--- config.mk ---
export PLATFORM = sky130hd
export DESIGN_NAME = proto_enum
export DESIGN_NICKNAME = d
export VERILOG_FILES = /design/src/rtl/proto_enum_pkg.sv /design/src/rtl/proto_table.sv /design/src/rtl/proto_walker.sv /design/src/rtl/proto_enum.sv
export SDC_FILE = /design/constraint.sdc
export NUM_CORES = 1
export LEC_CHECK = 0
export BUFFER_PORTS_ARGS = -buffer_cell sky130_fd_sc_hd__buf_2
export CAP_MARGIN = 20
export CORE_MARGIN = 4
export CORE_UTILIZATION = 51
export CTS_CLUSTER_SIZE = 20
export DETAILED_ROUTE_END_ITERATION = 6
export GPL_TIMING_DRIVEN = 0
export PLACE_DENSITY = 0.76
export SETUP_SLACK_MARGIN = 0.3
export SKIP_CTS_REPAIR_TIMING = 1
export SLEW_MARGIN = 0
export SYNTH_ARGS = -nofsm -noshare
export SYNTH_HDL_FRONTEND = slang
export SYNTH_HIERARCHICAL = 1
export SYNTH_SLANG_ARGS = --single-unit
--- constraint.sdc ---
create_clock -name clk_i -period 4 [get_ports clk_i]
set_input_delay 0.4 -clock clk_i [delete_from_list [all_inputs] [get_ports clk_i]]
set_output_delay 0.4 -clock clk_i [all_outputs]
set_load 0.05 [all_outputs]
--- src/rtl/proto_enum_pkg.sv ---
package proto_enum_pkg;
  localparam int VID_W  = 16;
  localparam int TYPE_W = 8;
  localparam int IDX_W  = 8;
  localparam int DW_W   = 32;

  localparam logic [VID_W-1:0]  DISC_VID  = 16'h0001;
  localparam logic [TYPE_W-1:0] DISC_TYPE = 8'h00;

  typedef struct packed {
    logic [VID_W-1:0]  vid;
    logic [TYPE_W-1:0] ptype;
  } proto_t;

  typedef enum logic [2:0] {
    ST_IDLE, ST_ABORT, ST_REQ, ST_WAIT, ST_DONE, ST_FAIL
  } walk_st_e;

  // response dword: vid 15:0, type 23:16, next index 31:24
  function automatic proto_t rsp_proto(logic [DW_W-1:0] dw);
    proto_t p;
    p.vid   = dw[15:0];
    p.ptype = dw[23:16];
    return p;
  endfunction

  function automatic logic [IDX_W-1:0] rsp_next(logic [DW_W-1:0] dw);
    return dw[31:24];
  endfunction
endpackage

--- src/rtl/proto_table.sv ---
module proto_table
  import proto_enum_pkg::*;
#(
  parameter int DEPTH = 8,
  localparam int CNT_W = $clog2(DEPTH + 1)
) (
  input  logic             clk_i,
  input  logic             rst_ni,
  input  logic             clr_i,
  input  logic             wr_i,
  input  proto_t           wr_data_i,
  input  logic             valid_i,
  input  proto_t           qry_i,
  output logic [CNT_W-1:0] cnt_o,
  output logic             hit_o
);
  logic [CNT_W-1:0] cnt_q;
  logic [DEPTH-1:0] match;

  always_ff @(posedge clk_i or negedge rst_ni) begin
    if (!rst_ni)                                cnt_q <= '0;
    else if (clr_i)                             cnt_q <= '0;
    else if (wr_i && cnt_q < CNT_W'(DEPTH))     cnt_q <= cnt_q + 1'b1;
  end

  for (genvar i = 0; i < DEPTH; i++) begin : g_ent
    proto_t ent_q;
    always_ff @(posedge clk_i) begin
      if (wr_i && cnt_q == CNT_W'(i)) ent_q <= wr_data_i;
    end
    assign match[i] = (CNT_W'(i) < cnt_q) && (ent_q == qry_i);
  end

  assign cnt_o = cnt_q;
  assign hit_o = ((qry_i.vid == DISC_VID) && (qry_i.ptype == DISC_TYPE)) ||
                 (valid_i && (|match));


  no_wr_full_chk: assert property (@(posedge clk_i) disable iff (!rst_ni)
    wr_i |-> cnt_q < CNT_W'(DEPTH));


  cnt_bound_chk: assert property (@(posedge clk_i) disable iff (!rst_ni)
    cnt_q <= CNT_W'(DEPTH));
endmodule

--- src/rtl/proto_walker.sv ---
module proto_walker
  import proto_enum_pkg::*;
#(
  parameter int DEPTH = 8,
  parameter int LEN_W = 18,
  localparam int CNT_W = $clog2(DEPTH + 1)
) (
  input  logic             clk_i,
  input  logic             rst_ni,
  input  logic             start_i,
  output logic             abort_req_o,
  input  logic             abort_done_i,
  input  logic             abort_ok_i,
  output logic             req_valid_o,
  input  logic             req_ready_i,
  output logic [DW_W-1:0]  req_dw_o,
  input  logic             rsp_valid_i,
  input  logic [LEN_W-1:0] rsp_len_i,
  input  logic [DW_W-1:0]  rsp_dw_i,
  input  logic [CNT_W-1:0] cnt_i,
  output logic             clr_o,
  output logic             wr_o,
  output proto_t           wr_data_o,
  output logic             ready_o,
  output logic             busy_o,
  output logic             len_err_o,
  output logic             ovf_o,
  output logic             dead_o
);
  walk_st_e         st_q;
  logic [IDX_W-1:0] idx_q;
  logic             ready_q, len_err_q, ovf_q, dead_q;
  logic             len_ok, last_slot;
  logic [IDX_W-1:0] nxt;

  assign busy_o    = (st_q == ST_ABORT) || (st_q == ST_REQ) || (st_q == ST_WAIT);
  assign clr_o     = start_i && !busy_o;
  assign len_ok    = (rsp_len_i == LEN_W'(1));
  assign last_slot = (cnt_i == CNT_W'(DEPTH - 1));
  assign nxt       = rsp_next(rsp_dw_i);
  assign wr_o      = (st_q == ST_WAIT) && rsp_valid_i && len_ok;
  assign wr_data_o = rsp_proto(rsp_dw_i);

  always_ff @(posedge clk_i or negedge rst_ni) begin
    if (!rst_ni) begin
      st_q      <= ST_IDLE;
      idx_q     <= '0;
      ready_q   <= 1'b0;
      len_err_q <= 1'b0;
      ovf_q     <= 1'b0;
      dead_q    <= 1'b0;
    end else begin
      case (st_q)
        ST_ABORT: if (abort_done_i) begin
          if (abort_ok_i) st_q <= ST_REQ;
          else begin
            dead_q <= 1'b1;
            st_q   <= ST_FAIL;
          end
        end
        ST_REQ: if (req_ready_i) st_q <= ST_WAIT;
        ST_WAIT: if (rsp_valid_i) begin
          if (!len_ok) begin
            len_err_q <= 1'b1;
            st_q      <= ST_FAIL;
          end else if (nxt == '0) begin
            ready_q <= 1'b1;
            st_q    <= ST_DONE;
          end else if (last_slot) begin
            ovf_q <= 1'b1;
            st_q  <= ST_FAIL;
          end else begin
            idx_q <= nxt;
            st_q  <= ST_REQ;
          end
        end
        default: if (start_i) begin
          st_q      <= ST_ABORT;
          idx_q     <= '0;
          ready_q   <= 1'b0;
          len_err_q <= 1'b0;
          ovf_q     <= 1'b0;
          dead_q    <= 1'b0;
        end
      endcase
    end
  end

  assign abort_req_o = (st_q == ST_ABORT);
  assign req_valid_o = (st_q == ST_REQ);
  assign req_dw_o    = {{(DW_W-IDX_W){1'b0}}, idx_q};
  assign ready_o     = ready_q;
  assign len_err_o   = len_err_q;
  assign ovf_o       = ovf_q;
  assign dead_o      = dead_q;


  req_hold_chk: assert property (@(posedge clk_i) disable iff (!rst_ni)
    req_valid_o && !req_ready_i |=> req_valid_o && $stable(req_dw_o));


  first_idx_chk: assert property (@(posedge clk_i) disable iff (!rst_ni)
    abort_req_o && abort_done_i && abort_ok_i |=> req_valid_o && req_dw_o == '0);


  len_fail_chk: assert property (@(posedge clk_i) disable iff (!rst_ni)
    (st_q == ST_WAIT) && rsp_valid_i && !len_ok |=> len_err_o && !ready_o && !busy_o);


  dead_chk: assert property (@(posedge clk_i) disable iff (!rst_ni)
    abort_req_o && abort_done_i && !abort_ok_i |=> dead_o && !busy_o && !req_valid_o);


  ready_clean_chk: assert property (@(posedge clk_i) disable iff (!rst_ni)
    ready_o |-> !len_err_o && !ovf_o && !dead_o);
endmodule

--- src/rtl/proto_enum.sv ---
module proto_enum
  import proto_enum_pkg::*;
#(
  parameter int DEPTH   = 8,
  parameter int LEN_W   = 18,
  parameter int BYTES_W = 16,
  localparam int CNT_W  = $clog2(DEPTH + 1)
) (
  input  logic               clk_i,
  input  logic               rst_ni,
  input  logic               start_i,
  output logic               abort_req_o,
  input  logic               abort_done_i,
  input  logic               abort_ok_i,
  output logic               req_valid_o,
  input  logic               req_ready_i,
  output logic [15:0]        req_vid_o,
  output logic [7:0]         req_type_o,
  output logic [31:0]        req_dw_o,
  input  logic               rsp_valid_i,
  input  logic [LEN_W-1:0]   rsp_len_i,
  input  logic [31:0]        rsp_dw_i,
  input  logic [15:0]        qry_vid_i,
  input  logic [7:0]         qry_type_i,
  input  logic [BYTES_W-1:0] qry_bytes_i,
  output logic               qry_hit_o,
  output logic               task_ok_o,
  output logic               ready_o,
  output logic               busy_o,
  output logic               len_err_o,
  output logic               overflow_o,
  output logic               dead_o
);
  logic             clr, wr;
  proto_t           wr_data, qry;
  logic [CNT_W-1:0] cnt;

  assign qry.vid   = qry_vid_i;
  assign qry.ptype = qry_type_i;

  proto_walker #(.DEPTH(DEPTH), .LEN_W(LEN_W)) u_walker (
    .clk_i, .rst_ni, .start_i,
    .abort_req_o, .abort_done_i, .abort_ok_i,
    .req_valid_o, .req_ready_i, .req_dw_o,
    .rsp_valid_i, .rsp_len_i, .rsp_dw_i,
    .cnt_i(cnt), .clr_o(clr), .wr_o(wr), .wr_data_o(wr_data),
    .ready_o, .busy_o, .len_err_o, .ovf_o(overflow_o), .dead_o
  );

  proto_table #(.DEPTH(DEPTH)) u_table (
    .clk_i, .rst_ni, .clr_i(clr), .wr_i(wr), .wr_data_i(wr_data),
    .valid_i(ready_o), .qry_i(qry), .cnt_o(cnt), .hit_o(qry_hit_o)
  );

  assign req_vid_o  = DISC_VID;
  assign req_type_o = DISC_TYPE;
  assign task_ok_o  = qry_hit_o && !dead_o &&
                      ((qry_bytes_i & BYTES_W'(3)) == '0);


  disc_hit_chk: assert property (@(posedge clk_i) disable iff (!rst_ni)
    (qry_vid_i == DISC_VID && qry_type_i == DISC_TYPE) |-> qry_hit_o);


  task_gate_chk: assert property (@(posedge clk_i) disable iff (!rst_ni)
    dead_o |-> !task_ok_o);
endmodule

* Word-level counts from Yosys, hierarchy flattened *
Index checks and enable logic that the tools add are counted.

word-level totals
  bits in registers = 211
  input bits = 97
  output and inout port bits = 65
  word-level logic and storage cells = 144

operators by class
  add/subtract/negate cells = 1
  magnitude comparators = 9
  eq/ne operators = 30
  muxes and demuxes = 33
  bitwise gates (word level) = 2
  reduce and logical (&&, ||, !) cells = 46

operators by type and width
  kind                 count
  $eq 24x24->1         8
  $mux 8               5
  $logic_and 1x1->1    24
  $mux 3               8
  $eq 18x1->1 const B  1
  $eq 16x1->1 const B  1
  $eq 4x3->1 const B   4
  $logic_not 16->1     1
  $logic_not 8->1      2
  $lt 3x4->1 const A   4
  $pmux 8 s2           1
  $mux 1               12
  $ne 2x2->1 const B   6
  $reduce_and 4->1     3
  $reduce_and 6->1     2
  $pmux 3 s3           1
  $eq 4x2->1 const B   2
  $lt 1x4->1 const A   2
  $lt 2x4->1 const A   2
  $mux 4               2
  $ne 2x1->1 const B   4
  $pmux 1 s2           4
  $reduce_or 8->1      1
  $eq 3x2->1 const B   2
  other kinds (12)     19

* Logic depth before layout (Yosys ltp) *
Gate-level depths: netlist of the first run.

  depth after elaboration = 7
  depth in mapped cells = 10
  depth with buffers taken out = 9

* Hierarchy *
The synthesis of the first run kept the hierarchy.

by module, submodules not included
  module        times used  cells each  area each (um^2)
  proto_table   1           528         8441.8
  proto_walker  1           124         1174.9
  proto_enum    1           27          202.7

* Worst setup path after synthesis of the first run *
Ideal clock, no wire load.

  path type = input to register
  from = in rsp_len_i[4]
  to = reg u_table/g_ent[7].ent_q[0] in the netlist's numbering (enable)
  library setup time = 438 ps
  arrival time = 3580 ps
  required time = 3562 ps
  setup slack = -18 ps
  stages on the path = 8
  buffers on the path = 1
  cells stage by stage = or4_4 > nor2_1 > nand4_2 > inv_1 > nor2b_1 > clkbuf_1 > nand2_1 > nor3_1

on the way
  longest elaborated chain between the ends = 3

ends and longest elaborated chain
  item                  line                text
  start, declared       proto_enum.sv:21    input logic [LEN_W-1:0] rsp_len_i,
  $eq 18x1->1           proto_walker.sv:38  assign len_ok = (rsp_len_i == LEN_W'(1));
  $logic_and 1x1->1     proto_walker.sv:41  assign wr_o = (st_q == ST_WAIT) && rsp_valid_i && len_ok;
  named net wr          proto_enum.sv:34    logic clr, wr;
  $logic_and 1x1->1     proto_table.sv:29   if (wr_i && cnt_q == CNT_W'(i)) ent_q <= wr_data_i;
  end signal, assigned  proto_table.sv:29
  end, declared         proto_table.sv:27   proto_t ent_q;

The timed path passes the listed nets, and every way through them passes these cells.
A chain may end at the register's enable or synchronous reset.

* Worst setup path after layout of the first run *
  from = reg u_table.cnt_q[0], in the netlist u_table/cnt_o[0]
  to = out task_ok_o

on the way
  longest elaborated chain between the ends = 7
  elaborated cells on any way between the ends = 21
  classes of those cells = order compare (8); reduce/logical (13)

ends and longest elaborated chain
  item                                line               text
  start, declared                     proto_table.sv:17  logic [CNT_W-1:0] cnt_q;
  start signal, assigned              proto_table.sv:23  else if (wr_i && cnt_q < CNT_W'(DEPTH)) cnt_q <= cnt_q + 1'b1;
  $lt 1x4->1 (tied with other cells)  proto_table.sv:31  assign match[i] = (CNT_W'(i) < cnt_q) && (ent_q == qry_i);
  $logic_and 1x1->1                   proto_table.sv:31
  $reduce_or 8->1 *                   proto_table.sv:36  (valid_i && (|match));
  $logic_and 1x1->1 *                 proto_table.sv:36
  $logic_or 1x1->1 *                  proto_table.sv:35  assign hit_o = ((qry_i.vid == DISC_VID) && (qry_i.ptype == DISC_TYPE)) ||
  $logic_and 1x1->1 * (2 in series)   proto_enum.sv:57   assign task_ok_o = qry_hit_o && !dead_o &&
  end, declared                       proto_enum.sv:27   output logic task_ok_o,

Mark *: on every way between the ends. The rest lies on a longest branch, timed or not.

==> results of run 1 <==
-- sequential cells by signal, indices dropped and copies added, names as in the netlist --
name and cells:
u_table/cnt_o 4, u_walker/st_q 3, u_table/g_ent.ent_q 192, u_walker/dead_o 1, u_walker/ready_o 1, u_walker/len_err_o 1
u_walker/ovf_o 1, u_walker/idx_q 8
-- placed cells by master, fill, tap and decap left out, types with 3 or more instances in the layout --
cell type                     n
sky130_fd_sc_hd__nand4_1     21
sky130_fd_sc_hd__clkbuf_16   22
sky130_fd_sc_hd__xnor2_1     87
sky130_fd_sc_hd__buf_16       6
sky130_fd_sc_hd__o21ai_0      4
sky130_fd_sc_hd__xor2_1     105
sky130_fd_sc_hd__ha_1         3
sky130_fd_sc_hd__buf_2       65
sky130_fd_sc_hd__nand3_1     11
sky130_fd_sc_hd__a41oi_1      4
sky130_fd_sc_hd__nand2_1     12
sky130_fd_sc_hd__buf_6        9
sky130_fd_sc_hd__a22o_1      10
sky130_fd_sc_hd__and3_1       5
sky130_fd_sc_hd__clkinv_1     7
sky130_fd_sc_hd__edfxtp_1   192
sky130_fd_sc_hd__nor4_1      29
sky130_fd_sc_hd__clkbuf_1     6
sky130_fd_sc_hd__conb_1      48
sky130_fd_sc_hd__dfrtp_1     18
sky130_fd_sc_hd__nor4_2       3
sky130_fd_sc_hd__a21oi_1      5
sky130_fd_sc_hd__nor3_1      11
sky130_fd_sc_hd__clkinv_2     3
sky130_fd_sc_hd__inv_1        5
sky130_fd_sc_hd__nor2b_1      4
sky130_fd_sc_hd__buf_4       77
sky130_fd_sc_hd__nor2_1      13
-- report_power, final --
part | internal, mW | switching [mW]
clock network | 1.14 | 0.811
logic | 0.204 | 0.457
registers | 2.43 | 0.0220
-- final timing paths --
path,end,slack (ns),cells past startpoint
min in group asynchronous,u_walker/idx_q[5]$_DFFE_PN0P_,0.38,2
worst min-delay path,u_walker/dead_o$_DFFE_PN0P_,0.13,2
worst max register to register,u_table/g_ent[5].ent_q[0]$_DFFE_PP_,0.87,9
worst min register to register,u_walker/ovf_o$_DFFE_PN0P_,0.50,2
worst max-delay path,task_ok_o,0.45,10
max in group asynchronous,u_table/cnt_o[1]$_DFFE_PN0P_,3.30,2
-- critical path, cell delays in order, from the launching register on --
cell and delay, ns:
sky130_fd_sc_hd__dfrtp_1 0.41, sky130_fd_sc_hd__inv_1 0.18, sky130_fd_sc_hd__ha_1 0.32, sky130_fd_sc_hd__a2111oi_4 0.40
sky130_fd_sc_hd__nand3_1 0.19, sky130_fd_sc_hd__nor4_1 0.25, sky130_fd_sc_hd__a41oi_1 0.08, sky130_fd_sc_hd__nand4_1 0.14
sky130_fd_sc_hd__o2bb2ai_1 0.18, sky130_fd_sc_hd__nor4b_2 0.25, sky130_fd_sc_hd__buf_4 0.24
-- cell usage after synthesis, types with 3 or more instances --
library cell | number | area share, %
sky130_fd_sc_hd__xor2_1 | 105 | 9.4
sky130_fd_sc_hd__xnor2_1 | 87 | 7.8
sky130_fd_sc_hd__nor3_1 | 14 | 0.71
sky130_fd_sc_hd__a21oi_1 | 5 | 0.25
sky130_fd_sc_hd__and3_1 | 5 | 0.32
sky130_fd_sc_hd__nand3_1 | 11 | 0.56
sky130_fd_sc_hd__nor2b_1 | 4 | 0.25
sky130_fd_sc_hd__nand4_1 | 21 | 1.3
sky130_fd_sc_hd__dfrtp_1 | 19 | 4.8
sky130_fd_sc_hd__conb_1 | 3 | 0.11
sky130_fd_sc_hd__buf_2 | 15 | 0.76
sky130_fd_sc_hd__nor4_1 | 30 | 1.9
sky130_fd_sc_hd__edfxtp_1 | 192 | 59
sky130_fd_sc_hd__buf_4 | 76 | 5.8
sky130_fd_sc_hd__buf_6 | 7 | 0.80
sky130_fd_sc_hd__nand2_1 | 12 | 0.46
sky130_fd_sc_hd__a41oi_1 | 4 | 0.36
sky130_fd_sc_hd__inv_1 | 5 | 0.19
sky130_fd_sc_hd__nor2_1 | 14 | 0.54
sky130_fd_sc_hd__ha_1 | 3 | 0.38
sky130_fd_sc_hd__a22o_1 | 10 | 0.89
sky130_fd_sc_hd__o21ai_0 | 4 | 0.20
-- metrics by stage --
step | hold slack, ns | cells | power (mW) | setup WS [ns] | TNS, ns
after floorplan | 0.104 | 724 | 3.00 | 0.414 | 0
after global placement | 0.355 | 1035 | 3.14 | -0.738 | -30.49
after detailed placement | 0.361 | 1044 | 3.15 | 0.586 | 0
after CTS | -0.167 | 1084 | 5.08 | 0.216 | 0
after global routing | 0.129 | 1085 | 5.22 | 0.310 | 0
final | 0.127 | 1085 | 5.06 | 0.447 | 0
-- layer usage --
| metal | part of all wire [%] | wire [µm] |
|---|---|---|
| met5 | 0 | 0 |
| met4 | 2.9 | 677 |
| met3 | 10 | 2360 |
| met2 | 47 | 11100 |
| met1 | 40 | 9400 |
-- final cells by class --
cell class                 count  area [µm²]  share of cell area, %
clock buffer                  27         569                   4.94
tap                          260         325                   2.82
buffer                       100         733                   6.36
clock inverter                13         118                   1.02
inverter                       5        18.8                  0.163
sequential                   211        6240                   54.2
timing repair buffer          61         470                   4.08
multi-input combinational    408        3050                   26.4
-- cells by family (layout without fill, tap and decap cells) --
| logic type | after synthesis | in the layout | synth area share [%] |
|---|---|---|---|
| other cells | 3 | 48 | 0.115 |
| simple gates | 130 | 130 | 8.05 |
| compound gates | 33 | 33 | 2.83 |
| buf+inv | 105 | 206 | 7.66 |
| mux | 1 | 1 | 0.115 |
| xor+xnor | 193 | 193 | 17.3 |
| flops | 211 | 211 | 63.6 |
| fa+ha+maj | 3 | 3 | 0.382 |
==> impl_metrics.yaml, run 1 <==
run_status:
  outcome: "complete, no violations"
global_routing:
  global_route.usage.met1_pct: 30.5
  grt_overflow_total: 0
  grt_antenna_before_repair: 0
  grt_max_degree: 20
  grt_pass1_vias: 5495
  grt.busiest_layer: "met2"
  groute.layer.met3.usage_pct: 3.42
  grt_util_met2_pct: 33.9
  grt_pass1_wl_um: 34200
  track_usage_pct: 21.3
cells_and_area:
  finalCoreUtilization_pct: 61.2
  n_antenna_cell: 0
  total_nets_final: 909
  synthToLayoutAreaGrowth_pct: 17.3
  layout.cell_area.non_filler_um2: 11500
  fillers: 1403
  drive_above_1_share_pct: 25.2
die:
  floorplan.rows: 50
  die_width_um: 147
  core_area_um2: 18800
  vertical_extent_of_the_die_um: 147
  ios: 162
  initial_utilization_pct: 52.1
  die-area_um2: 21500
worst_setup_path:
  worstSetupStartpoint: "u_table/cnt_o[0]$_DFFE_PN0P_"
  cp-end-kind: "output port"
  critical_path_maximum_fanout: 5
  cp.arrival_ns: 3.15
  start_kind: "flop"
  timing.rr.start: "u_walker/st_q[2]$_DFFE_PN0P_"
  critical_path_required_ns: 3.60
  critPathKind: "reg2out"
sta:
  timing_hold_violations_final: 0
  timing.final.setup_violations: 0
  period_needed_ns: 3.55
  rsz0062_at_grt: "false"
  fmax_mhz: 281
  final_max_slew_viol_count: 0
  skew_ns: 0.0154
  finalCritPeriodShare_pct: 88.8
  worstMarginPinSlew_ns: 0.785
  max-slew-margin-rel_pct: 47.4
cts:
  cts.root.buffer_cell: "sky130_fd_sc_hd__clkbuf_16"
  numClockSinks: 211
  clkLatencyLatePin_ns: 0.51
  numCtsBuffers: 22
  tritoncts: "done"
  clk_transition_reported_paths_ns: 0.06
  h_tree_lvl_count: 1
  largest_buffer_count_on_any_clock_path: 3
hold_path:
  hold_start: "abort_ok_i"
  min-delay-path-class: "in2reg"
placed_design:
  place.port_buffers: 51
  hpwlAfterDp_um: 16100
  postPlaceCellArea_um2: 10800
  gp_congestion: 0.872
synthesis:
  syn-mean-instance-area_um2: 14.5
  ys_async_sr_fraction_pct: 9.00
  post_synth_num_cell_types: 50
  yosys_warnings: 6
  synth_enable_flop_cells: 192
  syn_inst: 679
  proportion_of_synthesized_chip_area_in_sequential_cells_pct: 63.6
  primary_flip_flop_cell_chosen_by_synthesis_mapping: "sky130_fd_sc_hd__edfxtp_1"
  synth.ff_latch_count: 211
  post_synth_instance_area_um2: 9820
detailed_routing:
  wl_um: 23600
  vias_per_cell: 5.35
  detail_route.wl_per_cell_um: 21.7
  detail-route-antenna-nets: 0
  vias: 5810
  drt-initial-drc-count: 514
  drt-pass1-iter-count: 5
  detailed_route_drc_error_count: 0
power:
  power.density_cell_area_nw_per_um2: 439
  p_leak_nw: 4.22
  peakVddDrop_v: 0.000333
job:
  maxCapViolations: 0
Note: power is estimated with default switching activity, not from simulation.
==> inputs of run 2 (changes only) <==
--- a/config.mk
+++ b/config.mk
@@ -9,10 +9,12 @@
 export CAP_MARGIN = 20
 export CORE_MARGIN = 4
 export CORE_UTILIZATION = 51
+export CTS_CLUSTER_DIAMETER = 120
 export CTS_CLUSTER_SIZE = 20
 export DETAILED_ROUTE_END_ITERATION = 6
 export GPL_TIMING_DRIVEN = 0
 export PLACE_DENSITY = 0.76
+export REMOVE_ABC_BUFFERS = 1
 export SETUP_SLACK_MARGIN = 0.3
 export SKIP_CTS_REPAIR_TIMING = 1
 export SLEW_MARGIN = 0
==> run 2 against run 1 <==
Effect of this change:
- register-to-register slack lost 0.13 ns
- combinational power is 9.7% lower
- hold slack improved by 0.038 ns
- maximum frequency grew 0.56%
- global-route usage rose by 0.36 points
- setup slack improved by 0.020 ns
- critical path type unchanged
- largest power group unchanged
==> impl_metrics.yaml, run 2 (synthesis results as in run 1) <==
die:
  die-area_um2: 21500
  floorplan.rows: 50
  core_area_um2: 18800
  initial_utilization_pct: 52.1
  ios: 162
  vertical_extent_of_the_die_um: 147
  die_width_um: 147
detailed_routing:
  drt-pass1-iter-count: 7
  detail_route.wl_per_cell_um: 23.3
  detailed_route_drc_error_count: 0
  drt-initial-drc-count: 519
  wl_um: 23700
  vias_per_cell: 5.51
  vias: 5591
  detail-route-antenna-nets: 0
worst_setup_path:
  worstSetupStartpoint: "u_table/g_ent[0].ent_q[14]$_DFFE_PP_"
  critical_path_maximum_fanout: 2
  critical_path_depth: 9
  critical_path_required_ns: 3.60
  cp_cell_sequence: "xor2_1 > nor4_1 > nand3_1 > nor4_2 > a41oi_1 > nand4_1 > o2bb2ai_1 > nor4b_2 > clkbuf_4"
  cp.arrival_ns: 3.13
  timing.rr.start: "u_walker/st_q[2]$_DFFE_PN0P_"
  count_of_buffer_and_inverter_cells_on_the_critical_path: 1
  worstSetupEndpoint: "task_ok_o"
  timing.critical_path.max_delay_family: "simple AND/OR/NAND/NOR gates"
  worstReg2RegEnd: "u_table/g_ent[0].ent_q[17]$_DFFE_PP_"
  critical_path.slowest_cell: "sky130_fd_sc_hd__nor4_1"
  r2r_setup_slack_ns: 0.74
  reg2regPathDepth: 8
  start_kind: "flop"
  critPathMaxStageDelay_ns: 0.70
  critPathKind: "reg2out"
  cp-end-kind: "output port"
cells_and_area:
  final_cell_mix: "192 x sky130_fd_sc_hd__edfxtp_1, 105 x sky130_fd_sc_hd__xor2_1, 98 x sky130_fd_sc_hd__buf_2, 87 x sky130_fd_sc_hd__xnor2_1, 48 x sky130_fd_sc_hd__conb_1"
  largest_register: "u_table/g_ent.ent_q"
  final_common_cell: "sky130_fd_sc_hd__edfxtp_1"
  n_antenna_cell: 0
  drive_above_1_share_pct: 19.7
  total_nets_final: 851
  synthToLayoutAreaGrowth_pct: 9.05
  finish.cell_count_without_fillers: 1015
  largest_register_ff_count: 192
  layout.cell_area.non_filler_um2: 10700
global_routing:
  grt_pass1_vias: 5693
  track_usage_pct: 21.6
  grt_pass1_wl_um: 35300
  grt_max_degree: 22
  grt_overflow_total: 0
  grt_antenna_before_repair: 0
placed_design:
  gp_congestion: 0.891
  placed_cells_incl_taps: 994
  hpwlAfterDp_um: 16600
  postPlaceCellArea_um2: 10300
  place.port_buffers: 99
cts:
  numCtsBuffers: 14
  clk_transition_reported_paths_ns: 0.08
  numClockSinks: 211
  h_tree_lvl_count: 1
  clkLatencyLatePin_ns: 0.47
  largest_buffer_count_on_any_clock_path: 3
  cts.root.buffer_cell: "sky130_fd_sc_hd__clkbuf_16"
  tritoncts: "done"
sta:
  worstMarginPinSlew_ns: 0.864
  skew_ns: 0.0117
  tns_ns: 0
  timing_hold_violations_final: 0
  rsz0062_at_grt: "false"
  hold_ws_ns: 0.165
  fmax_mhz: 283
  period_needed_ns: 3.53
  final_max_slew_viol_count: 0
  finalCritPeriodShare_pct: 88.3
  timing.final.setup_violations: 0
  max-slew-margin-rel_pct: 42.3
hold_path:
  min-delay-path-class: "in2reg"
power:
  peakVddDrop_v: 0.000259
  power.switching_fraction_pct: 26.3
  p_sw_mw: 1.17
  power.density_cell_area_nw_per_um2: 414
  power.share.combinational_pct: 13.5
  power_frac_seq_pct: 55.4
  power.share.clock_pct: 31.2
  overall_power_of_the_completed_layout_mw: 4.44
  p_leak_nw: 3.74
  internal-power_mw: 3.27
run_status:
  outcome: "complete, no violations"
job:
  maxCapViolations: 0
==> run 2: cell count changes in the layout (fill, tap and decap cells not counted), sizes merged <==
cell    change
clkinv     -11
buf        -49
inv         +1
bufinv      -2
clkbuf      -9
==> run 2: power groups by stage <==
stage / Combinational (mW) / Sequential, mW / Clock, mW
finish: 0.597 / 2.46 / 1.38
global route: 0.636 / 2.46 / 1.48
CTS: 0.596 / 2.46 / 1.40
detailed placement: 0.594 / 2.51 / 0
global placement: 0.579 / 2.50 / 0
floorplan: 0.348 / 2.53 / 0
==> run 2: stage by stage <==
stage	utilization, %	worst slack (ns)
finish	56.9	0.466
global route	56.9	0.316
CTS	56.7	0.202
detailed placement	54.6	0.550
global placement	53.5	-1.54
floorplan	-	-0.0373
==> run 2: layout make-up <==
class | instances | area, µm²
Clock inverter | 1 | 11.3
Tap cell | 260 | 325
Timing Repair Buffer | 111 | 692
Inverter | 5 | 18.8
Clock buffer | 19 | 390
Sequential cell | 211 | 6240
Fill cell | 1482 | 8120
Multi-Input combinational cell | 408 | 3030
==> run 2: how the worst min path moves through the flow <==
stage / slack [ns] / from / to / depth (start not counted)
finish: 0.17 / abort_ok_i / u_walker/dead_o$_DFFE_PN0P_ / 2
global route: 0.16 / rsp_dw_i[27] / u_walker/idx_q[3]$_DFFE_PN0P_ / 2
CTS: -0.15 / rst_ni / u_walker/idx_q[3]$_DFFE_PN0P_ / 1
detailed placement: 0.35 / rst_ni / u_walker/idx_q[2]$_DFFE_PN0P_ / 1
global placement: 0.34 / rst_ni / u_walker/idx_q[2]$_DFFE_PN0P_ / 1
floorplan: 0.10 / rst_ni / u_table/cnt_o[0]$_DFFE_PN0P_ / 0
==> run 2: layer usage <==
metal  GRT usage, %  up-vias  share of wire (%)
met5              0        -                  0
met2           37.7      317                 50
met4           4.37        0                1.9
met3           2.84       37                8.1
met1           29.3     2784                 40
li1               -     2453                  -
==> inputs of run 3 (changes only) <==
==> constraint.sdc (replaced) <==
create_clock -name clk_i -period 4 [get_ports clk_i]
set_input_delay 0.2 -clock clk_i [delete_from_list [all_inputs] [get_ports clk_i]]
set_output_delay 0.2 -clock clk_i [all_outputs]
set_load 0.05 [all_outputs]
==> run 3 against run 2 <==
Effect of this change:
- clock power about the same
- sequential power about the same
- cell area rose by 0.58%
- sequential share of layout area fell by 0.36 points
- first-iteration DRC count shrank 1.3%
- power about the same
- critical path type unchanged
- maximum frequency rose by 2.2%
- setup slack better by 0.076 ns
- largest power group unchanged
- global-route usage stayed put
- core utilization rose by 0.33 points
- critical endpoint unchanged
- via count up 0.52%
==> impl_metrics.yaml, run 3 (synthesis results as in run 1) <==
run_status:
  outcome: "complete, no violations"
sta:
  timing.final.setup_violations: 0
  worstMarginPinSlew_ns: 0.849
  skew_ns: 0.0107
  rsz0062_at_grt: "false"
  fmax_mhz: 289
  timing_hold_violations_final: 0
  final_max_slew_viol_count: 0
  finalCritPeriodShare_pct: 86.5
  max-slew-margin-rel_pct: 43.3
  post-route-worst-setup-slack_ns: 0.542
  hold_ws_ns: 0.00894
  tns_ns: 0
  period_needed_ns: 3.46
cells_and_area:
  layout.cell_area.non_filler_um2: 10800
  fillers: 1470
  total_nets_final: 859
  largest_register: "u_table/g_ent.ent_q"
  n_antenna_cell: 0
  synthToLayoutAreaGrowth_pct: 9.68
  final_common_cell: "sky130_fd_sc_hd__edfxtp_1"
  finalCoreUtilization_pct: 57.2
  final_cell_mix: "192 x sky130_fd_sc_hd__edfxtp_1, 105 x sky130_fd_sc_hd__xor2_1, 99 x sky130_fd_sc_hd__buf_2, 87 x sky130_fd_sc_hd__xnor2_1, 48 x sky130_fd_sc_hd__conb_1"
  drive_above_1_share_pct: 19.0
  largest_register_ff_count: 192
power:
  power.switching_fraction_pct: 26.3
  power.share.clock_pct: 31.1
  p_leak_nw: 3.78
  peakVddDrop_v: 0.000262
  power.share.combinational_pct: 13.6
  p_sw_mw: 1.17
  internal-power_mw: 3.27
  power_frac_seq_pct: 55.3
  power.density_cell_area_nw_per_um2: 412
cts:
  cts.root.buffer_cell: "sky130_fd_sc_hd__clkbuf_16"
  numClockSinks: 211
  h_tree_lvl_count: 1
  clk_transition_reported_paths_ns: 0.08
  tritoncts: "done"
  clkLatencyLatePin_ns: 0.47
  largest_buffer_count_on_any_clock_path: 3
  numCtsBuffers: 14
detailed_routing:
  drt-pass1-iter-count: 5
  detail-route-antenna-nets: 0
  detail_route.wl_per_cell_um: 23.2
  detailed_route_drc_error_count: 0
  vias: 5620
  drt-initial-drc-count: 512
  wl_um: 23700
  vias_per_cell: 5.49
worst_setup_path:
  critPathKind: "reg2out"
  cp.arrival_ns: 3.26
  critical_path.most_common_cell: "sky130_fd_sc_hd__nor4_1"
  critical_path_required_ns: 3.80
  critical_path_maximum_fanout: 2
  cp_cell_sequence: "xor2_1 > nor4_1 > nand3_1 > nor4_1 > a41oi_1 > nand4_1 > o2bb2ai_1 > nor4b_2 > buf_2"
  critPathMaxStageDelay_ns: 0.66
  count_of_buffer_and_inverter_cells_on_the_critical_path: 1
  start_kind: "flop"
  timing.critical_path.max_delay_family: "simple AND/OR/NAND/NOR gates"
  critical_path.slowest_cell: "sky130_fd_sc_hd__nor4_1"
  cp-end-kind: "output port"
global_routing:
  track_usage_pct: 21.6
  grt_max_degree: 22
  grt_antenna_before_repair: 0
  grt_overflow_total: 0
  grt_pass1_vias: 5693
  grt_pass1_wl_um: 35300
placed_design:
  hpwlAfterDp_um: 16600
  place_ws_ns: 0.802
  postPlaceCellArea_um2: 10300
  place.port_buffers: 99
  gp_congestion: 0.891
die:
  die_width_um: 147
  floorplan.rows: 50
  initial_utilization_pct: 52.1
  ios: 162
  die-area_um2: 21500
  vertical_extent_of_the_die_um: 147
  core_area_um2: 18800
hold_path:
  min-delay-path-class: "in2reg"
job:
  maxCapViolations: 0
==> run 3: changes by cell type in the layout (fill, tap and decap cells not counted) <==
cell | before | now
sky130_fd_sc_hd__nor4_1 | 28 | 30
sky130_fd_sc_hd__buf_2 | 98 | 99
sky130_fd_sc_hd__dfrtp_1 | 17 | 19
sky130_fd_sc_hd__dfrtp_2 | 2 | 0
sky130_fd_sc_hd__clkbuf_4 | 1 | 0
sky130_fd_sc_hd__nor4_2 | 4 | 2
sky130_fd_sc_hd__dlygate4sd3_1 | 1 | 9
==> run 3: cell type report <==
class	instances	area, µm²	area share, %
Clock buffer	19	390	3.62
Clock inverter	1	11.3	0.105
Inverter	5	18.8	0.174
Multi-Input combinational cell	408	3010	28.0
Sequential cell	211	6240	57.9
Tap cell	260	325	3.02
Timing Repair Buffer	119	769	7.14
==> run 3: power by group through the flow <==
| stage | combinational (mW) | sequential [mW] | clock (mW) |
|---|---|---|---|
| detailed placement | 0.594 | 2.51 | 0 |
| floorplan | 0.348 | 2.53 | 0 |
| finish | 0.605 | 2.46 | 1.38 |
| CTS | 0.596 | 2.46 | 1.40 |
| global route | 0.642 | 2.46 | 1.48 |
| global placement | 0.579 | 2.50 | 0 |
==> run 3: final timing paths <==
kind | startpoint | depth (start not counted) | slack, ns | end
max | u_table/g_ent[0].ent_q[19]$_DFFE_PP_ | 9 | 0.54 | task_ok_o
max in group asynchronous | rst_ni | 2 | 3.52 | u_table/cnt_o[0]$_DFFE_PN0P_
min | rsp_dw_i[31] | 2 | 0.009 | u_walker/idx_q[7]$_DFFE_PN0P_
min in group asynchronous | rst_ni | 2 | 0.18 | u_walker/idx_q[3]$_DFFE_PN0P_
min reg2reg | u_walker/ovf_o$_DFFE_PN0P_ | 2 | 0.50 | u_walker/ovf_o$_DFFE_PN0P_
max reg2reg | u_walker/st_q[2]$_DFFE_PN0P_ | 8 | 0.75 | u_table/g_ent[0].ent_q[17]$_DFFE_PP_
==> run 3: through the flow <==
stage                     total power [mW]  cells
after global placement                3.08    983
after detailed placement              3.10    994
after floorplan                       2.88    624
after global routing                  4.58   1023
after CTS                             4.45   1014
final                                 4.44   1023
==> run 3: layer usage <==
metal  GRT usage, %  vias up  share of wire (%)
met2           37.7      303                 50
met4           4.37        0                2.1
met5              0        -                  0
met3           2.84       38                7.7
met1           29.3     2807                 40
li1               -     2472                  -
